### config.mk
export PLATFORM = sky130hd
export DESIGN_NAME = spt_xlate
export DESIGN_NICKNAME = d
export VERILOG_FILES = /design/src/rtl/spt_pkg.sv /design/src/rtl/spt_segtab.sv /design/src/rtl/spt_addr.sv /design/src/rtl/spt_xlate.sv
export SDC_FILE = /design/constraint.sdc
export NUM_CORES = 1
export LEC_CHECK = 0
export ABC_AREA = 1
export BUFFER_PORTS_ARGS = -buffer_cell sky130_fd_sc_hd__buf_2
export CORE_MARGIN = 4
export CORE_UTILIZATION = 50
export DETAILED_ROUTE_END_ITERATION = 16
export GPL_TIMING_DRIVEN = 0
export PLACE_DENSITY_LB_ADDON = 0.08
export SLEW_MARGIN = 20
export SYNTH_ARGS = -nofsm -noshare
export SYNTH_HDL_FRONTEND = slang
export SYNTH_SLANG_ARGS = --single-unit
### constraint.sdc
create_clock -name clk -period 7.3 [get_ports clk]
set_clock_uncertainty 0.15 [all_clocks]
set_input_delay 0.73 -clock clk [delete_from_list [all_inputs] [get_ports clk]]
set_output_delay 0.73 -clock clk [all_outputs]
set_load 0.005 [all_outputs]
### src/rtl/spt_pkg.sv
package spt_pkg;
    typedef enum logic [2:0] {
        ST_IDLE,
        ST_SEG_LOOKUP,
        ST_PTE_READ,
        ST_WAIT_DATA,
        ST_RESPOND
    } xlate_state_e;

    localparam int unsigned PTE_BYTES_LOG2 = 2;
endpackage

### src/rtl/spt_segtab.sv
module spt_segtab #(
    parameter int unsigned SEG_W = 2,
    parameter int unsigned PA_W  = 32,
    parameter int unsigned SZ_W  = 19
) (
    input  logic             clk,
    input  logic             rst_n,
    input  logic             wr_en,
    input  logic [SEG_W-1:0] wr_idx,
    input  logic             wr_valid,
    input  logic [PA_W-1:0]  wr_base,
    input  logic [SZ_W-1:0]  wr_size,
    input  logic [SEG_W-1:0] rd_idx,
    output logic             rd_valid,
    output logic [PA_W-1:0]  rd_base,
    output logic [SZ_W-1:0]  rd_size
);
    localparam int unsigned NSEG = 1 << SEG_W;

    logic [NSEG-1:0] valid_d, valid_q;
    logic [PA_W-1:0] base_d [NSEG];
    logic [PA_W-1:0] base_q [NSEG];
    logic [SZ_W-1:0] size_d [NSEG];
    logic [SZ_W-1:0] size_q [NSEG];

    always_comb begin
        valid_d = valid_q;
        base_d  = base_q;
        size_d  = size_q;
        if (wr_en) begin
            valid_d[wr_idx] = wr_valid;
            base_d[wr_idx]  = wr_base;
            size_d[wr_idx]  = wr_size;
        end
    end

    always_ff @(posedge clk) begin
        if (!rst_n) begin
            valid_q <= '0;
            for (int i = 0; i < NSEG; i++) begin
                base_q[i] <= '0;
                size_q[i] <= '0;
            end
        end else begin
            valid_q <= valid_d;
            base_q  <= base_d;
            size_q  <= size_d;
        end
    end

    assign rd_valid = valid_q[rd_idx];
    assign rd_base  = base_q[rd_idx];
    assign rd_size  = size_q[rd_idx];
endmodule

### src/rtl/spt_addr.sv
module spt_addr #(
    parameter int unsigned VPN_W = 18,
    parameter int unsigned PA_W  = 32,
    parameter int unsigned SZ_W  = VPN_W + 1
) (
    input  logic [VPN_W-1:0] vpn,
    input  logic             seg_valid,
    input  logic [PA_W-1:0]  seg_base,
    input  logic [SZ_W-1:0]  seg_size,
    output logic             fault,
    output logic [PA_W-1:0]  pte_addr
);
    import spt_pkg::*;

    logic [SZ_W-1:0] vpn_ext;

    always_comb begin
        vpn_ext  = SZ_W'(vpn);
        fault    = !seg_valid || (vpn_ext >= seg_size);
        pte_addr = seg_base + (PA_W'(vpn) << PTE_BYTES_LOG2);
    end
endmodule

### src/rtl/spt_xlate.sv
module spt_xlate #(
    parameter int unsigned VA_W  = 32,
    parameter int unsigned SEG_W = 2,
    parameter int unsigned OFF_W = 12,
    parameter int unsigned PA_W  = 32,
    parameter int unsigned VPN_W = VA_W - SEG_W - OFF_W
) (
    input  logic              clk,
    input  logic              rst_n,
    input  logic              cfg_we,
    input  logic [SEG_W-1:0]  cfg_idx,
    input  logic              cfg_valid,
    input  logic [PA_W-1:0]   cfg_base,
    input  logic [VPN_W:0]    cfg_size,
    input  logic              req_valid,
    output logic              req_ready,
    input  logic [VA_W-1:0]   req_vaddr,
    output logic              rsp_valid,
    input  logic              rsp_ready,
    output logic [PA_W-1:0]   rsp_paddr,
    output logic              rsp_fault,
    output logic              mem_req_valid,
    input  logic              mem_req_ready,
    output logic [PA_W-1:0]   mem_req_addr,
    input  logic              mem_rsp_valid,
    input  logic [31:0]       mem_rsp_data
);
    import spt_pkg::*;

    localparam int unsigned SZ_W  = VPN_W + 1;
    localparam int unsigned PPN_W = PA_W - OFF_W;

    typedef struct packed {
        xlate_state_e    state;
        logic [VA_W-1:0] vaddr;
        logic [PA_W-1:0] addr;
        logic [PA_W-1:0] paddr;
        logic            fault;
    } xlate_t;

    xlate_t r_d, r_q;

    logic [SEG_W-1:0] seg_idx;
    logic [VPN_W-1:0] vpn;
    logic [OFF_W-1:0] offset;
    logic             seg_valid;
    logic [PA_W-1:0]  seg_base;
    logic [SZ_W-1:0]  seg_size;
    logic             lk_fault;
    logic [PA_W-1:0]  lk_pte_addr;

    // field split of the held virtual address
    assign seg_idx = r_q.vaddr[VA_W-1 -: SEG_W];
    assign vpn     = r_q.vaddr[OFF_W +: VPN_W];
    assign offset  = r_q.vaddr[OFF_W-1:0];

    spt_segtab #(.SEG_W(SEG_W), .PA_W(PA_W), .SZ_W(SZ_W)) u_segtab (
        .clk      (clk),
        .rst_n    (rst_n),
        .wr_en    (cfg_we),
        .wr_idx   (cfg_idx),
        .wr_valid (cfg_valid),
        .wr_base  (cfg_base),
        .wr_size  (cfg_size),
        .rd_idx   (seg_idx),
        .rd_valid (seg_valid),
        .rd_base  (seg_base),
        .rd_size  (seg_size)
    );

    spt_addr #(.VPN_W(VPN_W), .PA_W(PA_W), .SZ_W(SZ_W)) u_addr (
        .vpn       (vpn),
        .seg_valid (seg_valid),
        .seg_base  (seg_base),
        .seg_size  (seg_size),
        .fault     (lk_fault),
        .pte_addr  (lk_pte_addr)
    );

    always_comb begin
        r_d = r_q;
        unique case (r_q.state)
            ST_IDLE: begin
                if (req_valid) begin
                    r_d.vaddr = req_vaddr;
                    r_d.state = ST_SEG_LOOKUP;
                end
            end
            ST_SEG_LOOKUP: begin
                if (lk_fault) begin
                    r_d.fault = 1'b1;
                    r_d.paddr = '0;
                    r_d.state = ST_RESPOND;
                end else begin
                    r_d.fault = 1'b0;
                    r_d.addr  = lk_pte_addr;
                    r_d.state = ST_PTE_READ;
                end
            end
            ST_PTE_READ: begin
                if (mem_req_ready) r_d.state = ST_WAIT_DATA;
            end
            ST_WAIT_DATA: begin
                if (mem_rsp_valid) begin
                    r_d.paddr = {mem_rsp_data[31 -: PPN_W], offset};
                    r_d.state = ST_RESPOND;
                end
            end
            ST_RESPOND: begin
                if (rsp_ready) r_d.state = ST_IDLE;
            end
            default: r_d.state = ST_IDLE;
        endcase
    end

    always_ff @(posedge clk) begin
        if (!rst_n) begin
            r_q <= '{state: ST_IDLE, default: '0};
        end else begin
            r_q <= r_d;
        end
    end

    assign req_ready     = (r_q.state == ST_IDLE);
    assign mem_req_valid = (r_q.state == ST_PTE_READ);
    assign mem_req_addr  = r_q.addr;
    assign rsp_valid     = (r_q.state == ST_RESPOND);
    assign rsp_paddr     = r_q.paddr;
    assign rsp_fault     = r_q.fault;

    AST_REQ_ADDR_STABLE: assert property (@(posedge clk) disable iff (!rst_n)
        mem_req_valid && !mem_req_ready |=> mem_req_valid && $stable(mem_req_addr));
    AST_RSP_HOLD: assert property (@(posedge clk) disable iff (!rst_n)
        rsp_valid && !rsp_ready |=> rsp_valid && $stable(rsp_paddr) && $stable(rsp_fault));
    AST_ONE_IN_FLIGHT: assert property (@(posedge clk) disable iff (!rst_n)
        $onehot0({req_ready, mem_req_valid, rsp_valid}));
    AST_BUSY_AFTER_ACCEPT: assert property (@(posedge clk) disable iff (!rst_n)
        req_valid && req_ready |=> !req_ready);
    AST_FAULT_ZERO_ADDR: assert property (@(posedge clk) disable iff (!rst_n)
        rsp_valid && rsp_fault |-> rsp_paddr == '0);
    AST_PTE_DATA_KNOWN: assert property (@(posedge clk) disable iff (!rst_n)
        mem_rsp_valid |-> !$isunknown(mem_rsp_data));
endmodule

# Yosys cells after proc, flatten, opt, wreduce, memory -nomap -nowiden
# Cells that the tools add are included.
dict set report word_totals {
  word_cells 71
  inputBits 125
  output_inout_bits 68
  ff_bits 308
}
dict set report op_classes {
  magnitude_cmp 7
  n_addsub 1
  muxes 27
  eq_ne 9
  bitwise 3
  reduce_logical 10
}
# cell count
set ops {}
lappend ops {{32-bit two-way mux} 5}
lappend ops {{128-bit bitwise mux} 1}
lappend ops {{76-bit bitwise mux} 1}
lappend ops {{32-bit binary-select mux with 2-bit select} 1}
lappend ops {{32-bit demux with 2-bit select} 1}
lappend ops {{32-bit case mux with 2 select lines} 1}
lappend ops {{19-bit two-way mux} 3}
lappend ops {{19-bit binary-select mux with 2-bit select} 1}
lappend ops {{19-bit demux with 2-bit select} 1}
lappend ops {{35-bit two-way mux} 1}
lappend ops {{32-bit by 20-bit adder with 32-bit output} 1}
lappend ops {{18-bit by 19-bit greater-or-equal comparator with 1-bit output} 1}
lappend ops {{3-bit case mux with 5 select lines} 1}
lappend ops {{3-bit two-way mux} 4}
lappend ops {{3-bit by 2-bit == test with 1-bit output, second input constant} 2}
lappend ops {{3-bit greater-or-equal comparator, second input constant} 2}
lappend ops {{2-bit by 3-bit less-than comparator with 1-bit output, second input constant} 2}
lappend ops {{2-bit != test, second input constant} 3}
lappend ops {{2-bit inverter with 3-bit output} 2}
lappend ops {{4-bit bitwise mux} 1}
lappend ops {{2-bit by 1-bit != test with 1-bit output, second input constant} 2}
lappend ops {{2-bit AND reduction} 2}
lappend ops {{4-bit AND reduction} 1}
lappend ops {{3-bit by 1-bit == test with 1-bit output, second input constant} 1}
lappend ops {{other kinds (13)} 16}

# Depth between registers and ports, before layout
# Gate-level depths: netlist (run 1).
dict set report logic_depth {
  ltp_word 8
  ltp_mapped 25
  mapped_depth_nobuf 19
}

# Hierarchy
# A second synthesis (run 1) with hierarchy kept.
dict set report unflattened {
  hier_cells 2655
  area_unflattened_um2 16603.4
}
# module area_per_inst_um2 n_inst cells_per_inst seq_area_each_um2
set modules_own_cells {}
lappend modules_own_cells {spt_segtab 10090.9 1 1628 4164.0}
lappend modules_own_cells {spt_xlate 4252.8 1 590 2001.9}
lappend modules_own_cells {spt_addr 2259.7 1 437 0.0}

# Worst setup path after synthesis (run 1)
# OpenSTA, ideal clock, no wires.
dict set report synth_timing {
  path_type {reg-to-reg}
  start {register r_q[95] in the netlist's numbering}
  end {register r_q, in the netlist mem_req_addr[26]}
  t_arrival_ns 2.925
  stages_incl_launch_ff 24
  setup_time_ns 0.114
  period_less_slack_ns 3.189
  required_ns 7.036
  setup_slack_ns 4.111
  n_path_buf 5
  cell_sequence {dfxtp_1 -> buf_6 -> inv_4 -> buf_6 -> buf_4 -> buf_2 -> buf_1 -> nor2_1 -> o22ai_1 -> ha_1 -> inv_1 -> fa_1 -> inv_1 -> nand3_1 -> nand3_1 -> nand2_1 -> nand2_1 -> nand2_1 -> nand2_1 -> nand2_1 -> nand2_1 -> nand3_1 -> a21oi_1 -> nor2_1}
}
dict set report synth_between {
  elab_chain_len 8
  word_cells_on_any_way 15
  cone_classes {add/sub: 1; order compare: 1; mux: 8; bitwise: 2; reduce/logical: 3}
}
# element line
set synth_rtl {}
lappend synth_rtl {{start, declared} spt_xlate.sv:41} ;# xlate_t r_d, r_q;
lappend synth_rtl {{start signal, assigned} spt_xlate.sv:120} ;# r_q <= r_d;
lappend synth_rtl {{2-bit inverter with 3-bit output (implied by the code)} {spt_segtab.sv:52, spt_segtab.sv:53}}
lappend synth_rtl {{19-bit binary-select mux with 2-bit select} spt_segtab.sv:53} ;# assign rd_size = size_q[rd_idx];
lappend synth_rtl {{19-bit two-way mux (implied by the code) (2 in series)} spt_segtab.sv:53}
lappend synth_rtl {{18-bit by 19-bit greater-or-equal comparator with 1-bit output} spt_addr.sv:19} ;# fault = !seg_valid || (vpn_ext >= seg_size);
lappend synth_rtl {{1-bit logical OR} spt_addr.sv:19}
lappend synth_rtl {{1-bit inverter (no source line)} n/a}
lappend synth_rtl {{2-bit AND reduction (no source line)} n/a}
# Parallel ways exist; a longest one is shown, timed or not. The select of a mux whose other input is x is not followed.
# A chain may end at the register's enable or synchronous reset.

# Final worst setup path (run 1)
# Same ends and word-level chain as after synthesis.

==> results of run 1 <==
## power groups by stage
stage          registers, mW  logic, mW  clock network (mW)
3_3_place_gp            2.05       2.21                   0
3_5_place_dp            2.06       2.24                   0
6_report                2.02       2.28                1.64
4_1_cts                 2.02       2.26                1.65
5_1_grt                 2.05       2.55                1.72
2_1_floorplan           2.02       1.55                   0
## final cells by class
type                       instances  area share
buffer                           207      0.0621
clock buffer                      45      0.0543
clock inverter                    10     0.00477
inverter                         168      0.0361
multi-input combinational       1565       0.413
sequential                       308       0.351
tap                              390      0.0278
timing repair buffer             178      0.0507
## worst max-delay path by stage
stage / startpoint / cells past startpoint / endpoint
global route: r_q[95] / 23 / mem_req_addr[26]
finish: r_q[95] / 23 / mem_req_addr[26]
detailed placement: r_q[95] / 23 / mem_req_addr[26]
floorplan: r_q[95] / 23 / mem_req_addr[26]
global placement: r_q[95] / 23 / mem_req_addr[26]
CTS: r_q[95] / 23 / mem_req_addr[26]
## synthesized netlist by cell type, drive strengths merged
library cell and count:
nor3b 1, xor2 18, a21o 1, ha 36, nand2 394, dfxtp 308
fa 1, inv 165, nand3b 4, a21oi 156, clkbuf 112, o22ai 18
nor2 493, o31ai 2, a211oi 1, nand4 37, a32oi 2, buf 95
xnor2 3, nor3 6, clkinv 3, o21ai 281, nand3 110, a21boi 1
## stage by stage
step / util / cell area (um^2) / setup WS (ns)
global placement: 0.554 / 16500 / 2.84
finish: 0.589 / 17600 / 2.65
detailed placement: 0.554 / 16500 / 2.78
floorplan: - / 15100 / 4.11
global route: 0.589 / 17600 / 2.36
CTS: 0.589 / 17600 / 2.77
## kinds of logic (layout without fill, tap and decap cells)
| logic type | Yosys count | after routing | synth area share |
|---|---|---|---|
| simple gates | 1045 | 1045 | 0.280 |
| compound gates | 462 | 462 | 0.156 |
| buf+inv | 375 | 608 | 0.114 |
| flops | 308 | 308 | 0.407 |
| fa+ha+maj | 37 | 37 | 0.0311 |
| xor+xnor | 21 | 21 | 0.0121 |
## per-layer routing
layer  vias to the layer above  track usage
met4                         2       0.0889
li1                       7587            -
met1                      6863        0.385
met3                        99       0.0493
met2                       617        0.458
met5                         -            0
## registers in the layout, indices dropped and copies added, names as in the netlist
register and cells:
offset 12, mem_req_addr 32, r_q 23, u_segtab.base_q 128, u_segtab.size_q 76, rsp_paddr 32, u_segtab.valid_q 4, rsp_fault 1
## worst max-delay path, delay by kind of cell, from the launching register on
family / cells / cell delay, ns
compound gates: 3 / 0.90
fa+ha+maj: 2 / 0.72
buf+inv: 8 / 1.52
flops: 1 / 0.31
simple gates: 10 / 0.90
==> impl_metrics.ini, run 1 <==
[status]
outcome = completed

[sta]
hold_viol_final = 0
fmax_mhz = 215
period_needed_ns = 4.65
worstMarginPinSlew_ns = 0.909
whs_ns = 0.294
finalCritPeriodShare = 0.637
setup_viol_count_final = 0
slew_viol_final = 0
max-slew-margin-rel = 0.394
rsz0062_at_grt = false
setup_tns_ns = 0

[clocking]
cts.sinks = 308
cts_root_buf = clkbuf_16
cts_resized = 0
cts_max_level = 2
postCtsSetupBuffers = 0
clkTransAtPathRegs_ns = 0.06
clk_latency_ns = 0.52
clockBufferDepth = 3
numCtsBuffers = 34
cts_hold_buf = 0
cts_tree = yes

[die]
initial_utilization = 0.508
die_y_um = 182
die-area_um2 = 33100
core-area_um2 = 29800
num_rows = 63
fp.dieW_um = 182
ioPinCount = 193

[synth]
synth_top_area_frac = 0.407
synth_area_leader_cell = dfxtp_1
ys_warn_count = 0
ys_ff_latch = 308
synth_area_um2 = 15100
syn_inst = 2248
netlist-cell-type-count = 38
syn-num-nets = 2410
syn_avg_cell_area_um2 = 6.74
seq_area_frac_synth = 0.407
synth_area_leaders = dfxtp_1 (41%), nor2_1 (12%), nand2_1 (9.7%)

[detailed_routing]
drt_pass1_iterations = 5
wl_met3_um = 4060
wl_per_cell_um = 16.9
drt-met1-wl_um = 21100
top_layer = met5
drt_iter0_drc = 1256
antenna_left = 0
num_vias = 15168
wl_um = 48400
drc = 0
routed-wl-met2_um = 21700
viasPerCell = 5.28

[pwr]
power.density_nw_per_um2 = 339
p_sw_mw = 2.25
finalPower_mw = 5.94
power.internal_mw = 3.69
p_sw_frac = 0.379
leakage_nw = 7.90
p_clk_frac = 0.276
pwr-share-seq = 0.340
peakVddDrop_mv = 0.174
combPwrFrac = 0.384

[layout]
register_area_um2 = 6170
fin_cells = 2871
final_common_cell = nor2_1
area_delta_synth_final_pct = 16.0
drive_gt1_frac = 0.133
mostFrequentLayoutCells = nor2_1 (490), nand2_1 (392), dfxtp_1 (308)
fin_nets = 2624
diodes = 0
fillerInstances = 2939
multi_input_area_um2 = 7250

[worst_setup_path]
path_max_fanout = 10
cpPeakStageDelay_ns = 0.52
startpoint_type = flop
r2r_end = mem_req_addr[26]
crit_chain = buf_6 > inv_4 > buf_6 > buf_4 > buf_2 > clkbuf_1 > o21ai_0 > o22ai_1 > ha_1 > inv_1 > fa_1 > inv_1 > nand3_1 > nand3_1 > nand2_1 > nand2_1 > nand2_1 > nand2_1 > nand2_1 > nand2_1 > nand3_1 > a21oi_1 > nor2_1
end_kind = flop
required_ns = 7.55
cpMostUsedCell = nand2_1
worstRegToRegCells = 23
crit_type = reg2reg
timing.rr.start = r_q[95]
critPathSlowestCell = clkbuf_1
cp_data_arrival_time_ns = 4.90
reg2reg_slack_ns = 2.65

[worst_hold_path]
hold_depth = 2
worst_hold_startpoint = rsp_fault
holdPathEnd = rsp_fault
hold_path.class = reg2reg

[global_routing]
first_global_vias = 13894
grt-ovfl-total = 0
grt_pass1_wl_um = 75700
grt_use_total = 0.283
grt_antenna_before_repair = 1
grt_max_degree = 14

[placed_design]
dpl.hpwl_um = 36200
gp_congestion = 0.906
dpl.cell_count = 2816
io_buffers = 178

[flow_run]
drv_cap = 0
Note: power is estimated with default switching activity, not from simulation.
==> run 2: changes to the inputs <==
==> constraint.sdc (replaced) <==
create_clock -name clk -period 4.7 [get_ports clk]
set_clock_uncertainty 0.15 [all_clocks]
set_input_delay 0.47 -clock clk [delete_from_list [all_inputs] [get_ports clk]]
set_output_delay 0.47 -clock clk [all_outputs]
set_load 0.005 [all_outputs]
==> run 2 against run 1 <==
Against the previous run: power up 55%; combinational power up 55%; utilization about the same; sequential share of layout area about the same; clock power up 55%; register-to-register slack worse by 2.4 ns; routed wire length up 0.28%; sequential power up 55%; critical path type unchanged; largest cell class unchanged.
==> impl_metrics.ini, run 2 (synthesis gave the netlist of run 1 again) <==
[clocking]
cts_tree = yes
cts.sinks = 308
clockBufferDepth = 3
clkTransAtPathRegs_ns = 0.06
clk_latency_ns = 0.52
cts_hold_buf = 0
cts_root_buf = clkbuf_16
cts_max_level = 2
numCtsBuffers = 34

[detailed_routing]
viasPerCell = 5.29
drt_iter0_drc = 1212
antenna_left = 0
wl_per_cell_um = 16.9
num_vias = 15175
drc = 0
drt_pass1_iterations = 6
wl_um = 48600

[layout]
diodes = 0
final_common_cell = nor2_1
fin_nets = 2624
top_register = u_segtab.base_q
fillerInstances = 2937
largest_reg_flops = 128
top_regs = u_segtab.base_q (128), u_segtab.size_q (76)
area_delta_synth_final_pct = 16.0
mostFrequentLayoutCells = nor2_1 (490), nand2_1 (392), dfxtp_1 (308)
drive_gt1_frac = 0.134
fin_cells = 2871
register_area_um2 = 6170
multi_input_area_um2 = 7250

[placed_design]
io_buffers = 178
dpl.cell_count = 2816
gp_congestion = 0.906
dpl.hpwl_um = 36200

[sta]
period_needed_ns = 4.45
worstMarginPinSlew_ns = 0.926
whs_ns = 0.0781
hold_viol_final = 0
fmax_mhz = 225
setup_tns_ns = 0
finalCritPeriodShare = 0.946
rsz0062_at_grt = false
setup_viol_count_final = 0
max-slew-margin-rel = 0.383
slew_viol_final = 0

[die]
ioPinCount = 193
die-area_um2 = 33100
initial_utilization = 0.508
fp.dieW_um = 182
num_rows = 63
core-area_um2 = 29800
die_y_um = 182

[worst_setup_path]
crit_type = reg2reg
required_ns = 4.95
cp_data_arrival_time_ns = 4.69
end_kind = flop
startpoint_type = flop
path_max_fanout = 10

[global_routing]
grt_antenna_before_repair = 1
grt_use_total = 0.283
grt_pass1_wl_um = 75700
first_global_vias = 13894
grt_max_degree = 14
grt-ovfl-total = 0

[pwr]
peakVddDrop_mv = 0.271
pwr-share-seq = 0.340
power.density_nw_per_um2 = 526
p_clk_frac = 0.276
leakage_nw = 7.91
p_sw_mw = 3.50
combPwrFrac = 0.384
power.internal_mw = 5.74
p_sw_frac = 0.379

[status]
outcome = completed

[flow_run]
drv_cap = 0

[worst_hold_path]
hold_path.class = in2reg
## run 2: changes by cell type in the layout (fill, tap and decap cells not counted), sizes merged
cell / before / now
buf: 273 / 272
clkbuf: 157 / 158
## run 2: through the flow
stage               setup WS (ns)  total power, mW  utilization  area [um^2]
floorplan                    1.51             5.55            -        15100
global placement            0.239             6.62        0.554        16500
detailed placement          0.179             6.67        0.554        16500
CTS                         0.171             9.21        0.589        17600
global route              0.00530             9.81        0.589        17600
finish                      0.255             9.23        0.589        17600
## run 2: worst max-delay path, stage by stage (launching register included)
cell and delay (ns):
dfxtp_1 0.31, buf_6 0.13, inv_4 0.06, buf_6 0.13, buf_4 0.20, buf_2 0.28
clkbuf_2 0.34, o21ai_0 0.13, o22ai_1 0.52, ha_1 0.31, inv_1 0.08, fa_1 0.41
inv_1 0.10, nand3_1 0.07, nand3_1 0.13, nand2_1 0.07, nand2_1 0.14, nand2_1 0.07
nand2_1 0.11, nand2_1 0.06, nand2_1 0.11, nand3_1 0.09, a21oi_1 0.23, nor2_1 0.06
## run 2: repair_timing
item	in CTS	in global routing
endpoints found under the setup margin	0	6
setup buffers	0	0
resized for setup	0	5
## run 2: path summary, 6_finish.rpt
check                             startpoint             endpoint  slack, ns  depth (start not counted)
worst max-delay path                 r_q[95]     mem_req_addr[26]       0.25                         23
worst min-delay path            cfg_base[25]  u_segtab.base_q[89]       0.08                          3
worst max register to register       r_q[95]     mem_req_addr[26]       0.25                         23
worst min register to register     rsp_fault            rsp_fault       0.29                          2
## run 2: power by group through the flow
stage / Sequential (mW) / Clock [mW] / Combinational, mW
2_1_floorplan: 3.14 / 0 / 2.41
3_3_place_gp: 3.19 / 0 / 3.43
3_5_place_dp: 3.20 / 0 / 3.48
4_1_cts: 3.14 / 2.57 / 3.50
5_1_grt: 3.18 / 2.68 / 3.96
6_report: 3.14 / 2.55 / 3.54
## run 2: area by class of cell
type	count	share of cell area
inverters	168	0.0361
plain buffers	207	0.0623
multi-input cells	1565	0.413
clock inverters	10	0.00477
well taps	390	0.0278
flip-flops and latches	308	0.351
repair buffers	178	0.0507
clock buffers	45	0.0543
## run 2: metal layers
metal  GRT usage  part of all wire
met3      0.0493             0.088
met2       0.458              0.44
met1       0.385              0.43
met4      0.0889             0.033
met5           0           0.00016
==> run 3: changes to the inputs <==
--- a/config.mk
+++ b/config.mk
@@ -5,7 +5,6 @@
 export SDC_FILE = /design/constraint.sdc
 export NUM_CORES = 1
 export LEC_CHECK = 0
-export ABC_AREA = 1
 export BUFFER_PORTS_ARGS = -buffer_cell sky130_fd_sc_hd__buf_2
 export CORE_MARGIN = 4
 export CORE_UTILIZATION = 50
==> run 3 against run 2 <==
Against the previous run: clock power increased by 3%; sequential share of layout area rose by 2.0 points; synthesized area down 6.9%; fmax down 0.12%; global-route usage shrank 2.1 points; flip-flop and latch count unchanged; die area shrank 6.6%; utilization increased by 0.84 points; sequential power down 12%; combinational power decreased by 78%; count of clock-buffer cells in the layout grew 9; largest cell class unchanged; largest power group is now registers.
==> impl_metrics.ini, run 3 <==
[layout]
final_common_cell = nand2_1
drive_gt1_frac = 0.196
fillerInstances = 2581
final_util = 0.598
fin_nets = 2059
diodes = 0
register_area_um2 = 6170
multi_input_area_um2 = 6880
top_regs = u_segtab.base_q (128), u_segtab.size_q (76)
area_delta_synth_final_pct = 17.8
largest_reg_flops = 128
mostFrequentLayoutCells = nand2_1 (571), dfxtp_1 (308), a21oi_1 (264)
top_register = u_segtab.base_q

[sta]
setup_viol_count_final = 0
slew_viol_final = 0
finalCritPeriodShare = 0.947
worstMarginPinSlew_ns = 0.804
max-slew-margin-rel = 0.462
period_needed_ns = 4.45
whs_ns = 0.0475
rsz0062_at_grt = false
setup_tns_ns = 0
hold_viol_final = 0
setup_slack_ns = 0.249
fmax_mhz = 225

[pwr]
power.density_nw_per_um2 = 370
peakVddDrop_mv = 0.298
leakage_nw = 6.64

[detailed_routing]
drt_iter0_drc = 942
routed-wl-met2_um = 18900
wl_um = 41400
wl_per_cell_um = 18.0
drc = 0
antenna_left = 0
drt-met1-wl_um = 18200
drt_pass1_iterations = 5
wl_met3_um = 3200
num_vias = 12333
top_layer = met5
viasPerCell = 5.37

[global_routing]
grt_use_total = 0.262
grt_max_degree = 13
grt_antenna_before_repair = 1
grt_pass1_wl_um = 64400
grt-ovfl-total = 0
first_global_vias = 11716

[clocking]
clk_latency_ns = 0.52
cts_tree = yes
cts.sinks = 308
cts_root_buf = clkbuf_16
clockBufferDepth = 3
cts_max_level = 2
clkTransAtPathRegs_ns = 0.06
numCtsBuffers = 34
cts_hold_buf = 0

[placed_design]
io_buffers = 178
dpl.hpwl_um = 30300
gp_congestion = 0.857
place_ws_ns = -0.675

[worst_setup_path]
path_max_fanout = 10
timing.rr.start = r_q[96]
cp_data_arrival_time_ns = 4.73
r2r_end = mem_req_addr[30]
crit_chain = buf_2 > buf_6 > clkbuf_4 > clkbuf_4 > mux4_2 > ha_1 > inv_1 > fa_1 > nand2b_1 > a21oi_2 > nor2_2 > o41ai_4 > a221oi_2 > buf_6 > or4_1 > a31oi_1
critPathSlowestCell = or4_1
required_ns = 4.98
cpPeakStageDelay_ns = 0.49
crit_type = reg2reg
end_kind = flop
startpoint_type = flop
worstRegToRegCells = 16
reg2reg_slack_ns = 0.25

[worst_hold_path]
hold_depth = 3
worst_hold_startpoint = req_vaddr[1]
hold_path.class = in2reg
holdPathEnd = offset[1]

[synth]
synth_top_flop_cell = dfxtp_1
synth_top_area_frac = 0.437
netlist-cell-type-count = 65
syn_inst = 1683
syn_avg_cell_area_um2 = 8.38
seq_area_frac_synth = 0.437
synth_area_leaders = dfxtp_1 (44%), nand2_1 (15%), a21oi_1 (9.4%)
synth_area_um2 = 14100
syn-num-nets = 1845
synth.most_common_cell = nand2_1
async_flop_share = 0
ys_warn_count = 0
ys_ff_latch = 308
synthTopCellsByCount = nand2_1 (571), dfxtp_1 (308), a21oi_1 (264)
synth_area_leader_cell = dfxtp_1
synth_edf_count = 0

[die]
die_y_um = 176
ioPinCount = 193
die-area_um2 = 31000
initial_utilization = 0.508
fp.dieW_um = 176
core-area_um2 = 27800
num_rows = 61

[flow_run]
drv_cap = 0

[status]
outcome = completed
-- run 3: kinds of logic after synthesis --
kind of cell | count (synthesis) | synth area share
mux | 100 | 0.117
flops | 308 | 0.437
xor+xnor | 19 | 0.0118
buf+inv | 213 | 0.0759
compound gates | 353 | 0.140
simple gates | 653 | 0.184
fa+ha+maj | 37 | 0.0334
-- run 3: worst max-delay path: cells and delay by family, from the launching register on --
family / cells / cell delay, ns
compound gates: 4 / 0.93
fa+ha+maj: 2 / 0.61
buf+inv: 6 / 1.36
flops: 1 / 0.30
mux: 1 / 0.23
simple gates: 3 / 0.78
-- run 3: worst max-delay path by stage --
stage	from	end	depth (start not counted)
after global routing	r_q[95]	mem_req_addr[28]	15
after CTS	r_q[96]	mem_req_addr[30]	16
after detailed placement	r_q[96]	mem_req_addr[30]	16
after global placement	r_q[96]	mem_req_addr[30]	16
after floorplan	r_q[96]	mem_req_addr[30]	16
final	r_q[96]	mem_req_addr[30]	16
-- run 3: cell type report --
cell class,count,area share
Inverter,31,0.00701
Buffer,182,0.0595
Multi-Input combinational cell,1162,0.414
Timing Repair Buffer,178,0.0536
Clock inverter,5,0.00475
Tap cell,378,0.0285
Clock buffer,54,0.0612
Sequential cell,308,0.371
-- run 3: what timing repair did --
item | CTS | global route
endpoints found under the setup margin | 67 | 54
gates cloned | 0 | 0
gates resized for setup | 15 | 9
pin swaps | 0 | 1
setup buffers | 0 | 0
-- run 3: metal layers --
layer | track usage | up-vias
li1 | - | 6050
met1 | 0.364 | 5734
met2 | 0.424 | 469
met3 | 0.0478 | 78
met4 | 0.0718 | 2
met5 | 0 | -
-- run 3: per-stage QoR --
| step | instance area [um^2] | instances | total power [mW] |
|---|---|---|---|
| after floorplan | 14100 | 1683 | 3.29 |
| after global placement | 15500 | 2239 | 3.55 |
| after detailed placement | 15500 | 2239 | 3.57 |
| after CTS | 16600 | 2298 | 6.18 |
| after global routing | 16600 | 2298 | 6.39 |
| final | 16600 | 2298 | 6.15 |
-- run 3: power breakdown --
part	switching [mW]	internal, mW	total [mW]
Combinational	0.473	0.289	0.762
Sequential	0.0568	2.70	2.76
Clock	1.03	1.59	2.63
Total	1.56	4.58	6.15
